[config.mk]
export PLATFORM = sky130hd
export DESIGN_NAME = nested_irq_ctrl
export DESIGN_NICKNAME = d
export VERILOG_FILES = /design/src/rtl/nic_pkg.sv /design/src/rtl/nic_first_set.sv /design/src/rtl/nic_elig.sv /design/src/rtl/nested_irq_ctrl.sv
export SDC_FILE = /design/constraint.sdc
export NUM_CORES = 1
export LEC_CHECK = 0
export BUFFER_PORTS_ARGS = -buffer_cell sky130_fd_sc_hd__buf_4
export CELL_PAD_IN_SITES_DETAIL_PLACEMENT = 0
export CELL_PAD_IN_SITES_GLOBAL_PLACEMENT = 1
export CORE_MARGIN = 4
export CORE_UTILIZATION = 34
export DETAILED_ROUTE_END_ITERATION = 8
export PLACE_DENSITY_LB_ADDON = 0.1
export SYNTH_ARGS = -nofsm -noshare
export SYNTH_HDL_FRONTEND = slang
export SYNTH_SLANG_ARGS = --single-unit
[constraint.sdc]
create_clock -name clk -period 3.7 [get_ports clk]
set_input_delay 0.74 -clock clk [delete_from_list [all_inputs] [get_ports clk]]
set_output_delay 0.74 -clock clk [all_outputs]
set_load 0.03 [all_outputs]
[src/rtl/nic_pkg.sv]
package nic_pkg;
  typedef enum logic {
    MODE_SERIAL = 1'b0,
    MODE_NEST   = 1'b1
  } mode_e;
endpackage

[src/rtl/nic_first_set.sv]
module nic_first_set #(
  parameter int N = 8
) (
  input  logic [N-1:0] bits,
  output logic [N-1:0] onehot,
  output logic         any
);
  logic [N:0] seen;
  assign seen[0] = 1'b0;

  for (genvar i = 0; i < N; i++) begin : g_chain
    assign seen[i+1]  = seen[i] | bits[i];
    assign onehot[i]  = bits[i] & ~seen[i];
  end

  assign any = seen[N];
endmodule

[src/rtl/nic_elig.sv]
module nic_elig #(
  parameter int N = 8
) (
  input  logic [N-1:0] pend,
  input  logic [N-1:0] isr,
  input  logic [N-1:0] mask,
  input  logic         nest,
  output logic [N-1:0] elig
);
  localparam logic [N-1:0] ONE = N'(1);

  logic [N-1:0] isr_oh;
  logic         isr_any;
  logic [N-1:0] blocked;

  nic_first_set #(.N(N)) i_isr_low (
    .bits   (isr),
    .onehot (isr_oh),
    .any    (isr_any)
  );

  // bits at or above the lowest in-service index; none when idle
  always_comb begin
    if (nest) blocked = ~(isr_oh - ONE) & {N{isr_any}};
    else      blocked = {N{isr_any}};
  end

  assign elig = pend & ~mask & ~blocked;
endmodule

[src/rtl/nested_irq_ctrl.sv]
module nested_irq_ctrl
  import nic_pkg::*;
#(
  parameter int NSRC  = 8,
  parameter int VEC_W = 8
) (
  input  logic                  clk,
  input  logic                  rst,
  input  logic [NSRC-1:0]       req,
  input  logic [NSRC*VEC_W-1:0] vec_tbl,
  input  logic                  mask_wr,
  input  logic [NSRC-1:0]       mask_data,
  input  logic                  nest_mode,
  input  logic                  ack,
  input  logic                  eos,
  output logic                  irq,
  output logic [VEC_W-1:0]      vec_out
);
  localparam logic [NSRC-1:0] ONE = NSRC'(1);

  mode_e mode;
  assign mode = nest_mode ? MODE_NEST : MODE_SERIAL;

  logic [NSRC-1:0]  pend_q, isr_q, mask_q, sel_oh_q;
  logic [NSRC-1:0]  pend_d, isr_d, mask_d;
  logic [NSRC-1:0]  ack_set, eos_clr, isr_oh, elig_d, sel_oh_d;
  logic             isr_any, sel_any_d, irq_q;
  logic [VEC_W-1:0] vec_d, vec_q;

  nic_first_set #(.N(NSRC)) i_retire (
    .bits   (isr_q),
    .onehot (isr_oh),
    .any    (isr_any)
  );

  assign ack_set = (ack && irq_q) ? sel_oh_q : '0;
  assign eos_clr = (eos && isr_any) ? isr_oh : '0;
  assign isr_d   = (isr_q & ~eos_clr) | ack_set;
  assign pend_d  = (pend_q | req) & ~ack_set;
  assign mask_d  = mask_wr ? mask_data : mask_q;

  nic_elig #(.N(NSRC)) i_elig (
    .pend (pend_d),
    .isr  (isr_d),
    .mask (mask_d),
    .nest (mode == MODE_NEST),
    .elig (elig_d)
  );

  nic_first_set #(.N(NSRC)) i_pick (
    .bits   (elig_d),
    .onehot (sel_oh_d),
    .any    (sel_any_d)
  );

  always_comb begin
    vec_d = '0;
    for (int i = 0; i < NSRC; i++)
      if (sel_oh_d[i]) vec_d = vec_d | vec_tbl[i*VEC_W +: VEC_W];
  end

  always_ff @(posedge clk) begin
    if (rst) begin
      pend_q   <= '0;
      isr_q    <= '0;
      mask_q   <= '0;
      sel_oh_q <= '0;
      irq_q    <= 1'b0;
      vec_q    <= '0;
    end else begin
      pend_q   <= pend_d;
      isr_q    <= isr_d;
      mask_q   <= mask_d;
      sel_oh_q <= sel_oh_d;
      irq_q    <= sel_any_d;
      vec_q    <= vec_d;
    end
  end

  assign irq     = irq_q;
  assign vec_out = vec_q;

  // idle output carries no vector
  p_idle_vec_zero_r4: assert property (@(posedge clk) disable iff (rst)
    !irq_q |-> (vec_q == '0));

  // exactly one source offered
  p_single_pick_r3: assert property (@(posedge clk) disable iff (rst)
    irq_q |-> ($countones(sel_oh_q) == 1));

  // offered source is above every level in service
  p_above_service_r6: assert property (@(posedge clk) disable iff (rst)
    irq_q |-> ((isr_q & (sel_oh_q | (sel_oh_q - ONE))) == '0));

  // masked source never offered
  p_mask_block_r9: assert property (@(posedge clk) disable iff (rst)
    irq_q |-> ((sel_oh_q & mask_q) == '0));

  // accepted source enters service
  p_ack_enters_r5: assert property (@(posedge clk) disable iff (rst)
    (ack && irq_q) |=> ((isr_q & $past(sel_oh_q)) == $past(sel_oh_q)));

  // serial mode offers nothing while a level stays in service
  p_serial_hold_r8: assert property (@(posedge clk) disable iff (rst)
    (!nest_mode && (isr_q != '0) && !eos) |=> !irq_q);
endmodule

==> flow_summary_export.csv <==
group,metric,value,unit
clock_tree,clk_latency,0.29,ns
floorplan,die_area,0.007760,mm2
floorplan,row_count,28,
synth,synthesis.area,0.002181,mm2
sta,finClkSkew,0.005810,ns
clock_tree,cts_resized,0,
sta,worst_slack,0.3712,ns
global_route,gr-total-overflow,0,
placement,place_ws,0.06421,ns
sta,finalHoldViolations,0,
global_route,antenna_found_initial,0,
clock_tree,cts.sinks,41,
synth,synth.most_common_cell,"dfxtp_1",
sta,max_freq,300.4,MHz
layout,antenna_cells,0,
sta,fin_crit,3.329,ns
power_and_ir_drop,ir_drop,0.2068,mV
clock_tree,cts_hold_buffers,0,
synth,synth_top_area_share,0.3764,
setup_path,crit_chain,"buf_4 -> or4b_1 -> a211o_1 -> a211o_1 -> o31ai_2 -> buf_4 -> nor2b_1 -> buf_4 -> a221oi_1 -> o2bb2ai_1 -> a211o_1",
floorplan,die_y,88.09,um
sta,relSlewSlack,0.4682,
layout,final_nets,428,
synth,synth_edf_count,0,
sta,fin_setup_tns,0,ns
setup_path,max_stage_delay,0.54,ns
setup_path,critPathArrivalTime,3.52,ns
sta,tightest_slew,0.7961,ns
placement,dp_hpwl,5656,um
route,viasPerCell,5.443,
route,via_count,2275,
synth,synth.yosys.warnings,0,
synth,synth_flop_cell,"dfxtp_1",
placement,place_congestion,0.8246,
route,totalWireLength,7141,um
route,wl_per_cell,17.08,um
global_route,grt_pass1_vias,2382,
power_and_ir_drop,p_per_area,391.6,mW/mm2
clock_tree,cts_buffers,5,
layout,drive_gt1_frac,0.3528,
route,drtAntennaViolNets,0,
route,drtPass1Iterations,4,
synth,syn_avg_cell_area,8.829,um2
sta,final-setup-viol-count,0,
synth,yosys-top-cells-area,"dfxtp_1, nor2_1, a221oi_1, a211o_1, mux2i_1",
worst_hold_path,min_path_type,"reg2reg",
clock_tree,clk_pin_slew,0.08,ns
setup_path,worstSetupPathType,"in2reg",
setup_path,startpoint_type,"primary input",
clock_tree,clockBufferDepth,2,
setup_path,required,3.89,ns
floorplan,die_width,88.09,um
synth,ys_seq_area_frac,0.3764,
setup_path,slowest_stage,"or4b_1",
clock_tree,postCtsSetupBuffers,0,
setup_path,worst_r2r_path_depth,10,
synth,synthTopCellsByCount,"dfxtp_1, nor2_1, a221oi_1, nor3_1, o21ai_0",
route,drt-initial-drc-count,132,
power_and_ir_drop,p_leak,0.001401,uW
synth,syn_nets,333,
clock_tree,cts_tree,"built",
run,cap_violations,0,
synth,synth_area_leader_cell,"dfxtp_1",
sta,slew_violations,0,
floorplan,io_pins,95,
layout,syn_to_final_growth,40.62,%
synth,syn-instance-count,247,
clock_tree,cts_root_buf,"clkbuf_8",
placement,io_buffers,94,
floorplan,coreArea,0.006061,mm2
sta,rsz0062_at_grt,"false",
setup_path,endpoint_kind,"flop",
worst_hold_path,hold_depth,2,
global_route,grt_max_degree,37,
setup_path,worstPathMaxFanout,9,
global_route,grt_pass1_wl,11450,um
synth,synth-async-reset-ratio,0,
floorplan,initial_core_util,0.3598,
synth,ys_seq_elements,41,
synth,ys_types,53,
clock_tree,htree_num_levels,2,
power_and_ir_drop,p_total,1201,uW
route,drc_errors,0,
sta,fin_crit_sh,0.8997,
status,outcome,"finished, final reports clean",
global_route,grt_usage,0.1903,
==> cells in the final DEF, fill, tap and decap left out, drive strengths merged, types with 2 or more instances in the layout <==
cell type and n:
nor4b 2, nor2 34, a21boi 2, clkinv 2, or2 3, a21oi 8
o21a 2, nand2b 3, nand3 7, a211oi 2, o31a 2, mux2i 7
nand2 8, o31ai 6, o21ai 11, a221oi 14, dfxtp 41, and2 4
a211o 10, o21bai 8, buf 104, nor4 3, nor3 13, clkbuf 5
nor3b 2, a221o 2, o211a 3, nor2b 4, and3 4, nand4 4
a22oi 2, o2bb2ai 7
==> registers in the layout (all words and copies together), names as in the netlist <==
register  cells
mask_q        8
sel_oh_q      8
vec_out       8
irq           1
isr_q         8
pend_q        8
==> report_power, final <==
part / leakage (uW) / internal (uW) / switching [uW]
logic: 0.00102 / 195 / 216
clock network: 0.0000439 / 130 / 164
registers: 0.000338 / 479 / 16.4
total: 0.00140 / 804 / 396
==> stage by stage <==
stage,instance area (um2),utilization,cells,hold WS (ns)
floorplan,2181,-,247,0.4324
global placement,2980,0.4917,410,0.4692
detailed placement,2980,0.4917,410,0.4800
CTS,3067,0.5060,418,0.4954
global route,3067,0.5060,418,0.5349
finish,3067,0.5060,418,0.4925
==> metal layers <==
layer,track usage,part of all wire,up-vias
met5,0,0,-
met4,0.03709,0.0076,0
met3,0.08090,0.10,7
met2,0.3240,0.46,85
met1,0.2252,0.43,1040
li1,-,-,1143
==> cell type report <==
cell class,instances,area [um2]
Fill cell,610,2994
Multi-Input combinational cell,189,1281
Sequential cell,41,820.8
Timing Repair Buffer,104,780.7
Tap cell,75,93.84
Clock buffer,5,68.82
Clock inverter,3,17.52
Inverter,1,3.754
==> final timing paths <==
kind / from / slack [ns] / to
worst max-delay path: eos / 0.37 / vec_out[2]
worst max register to register: isr_q[1] / 0.49 / vec_out[2]
worst min-delay path: mask_q[3] / 0.49 / mask_q[3]
worst min register to register: mask_q[3] / 0.49 / mask_q[3]
==> worst max-delay path: cells and delay by family <==
kind / cells / cell delay [ns]
buffers and inverters: 3 / 0.46
AOI/OAI and AO/OA: 6 / 1.72
and+or+nand+nor: 2 / 0.59
==> kinds of logic (layout without fill, tap and decap cells) <==
| family | Yosys count | in the layout | synth area share |
|---|---|---|---|
| compound gates | 85 | 85 | 0.3098 |
| mux | 8 | 8 | 0.03729 |
| simple gates | 96 | 96 | 0.2404 |
| flops | 41 | 41 | 0.3764 |
| buf+inv | 17 | 113 | 0.03614 |
(Power assumes the default switching activity.)
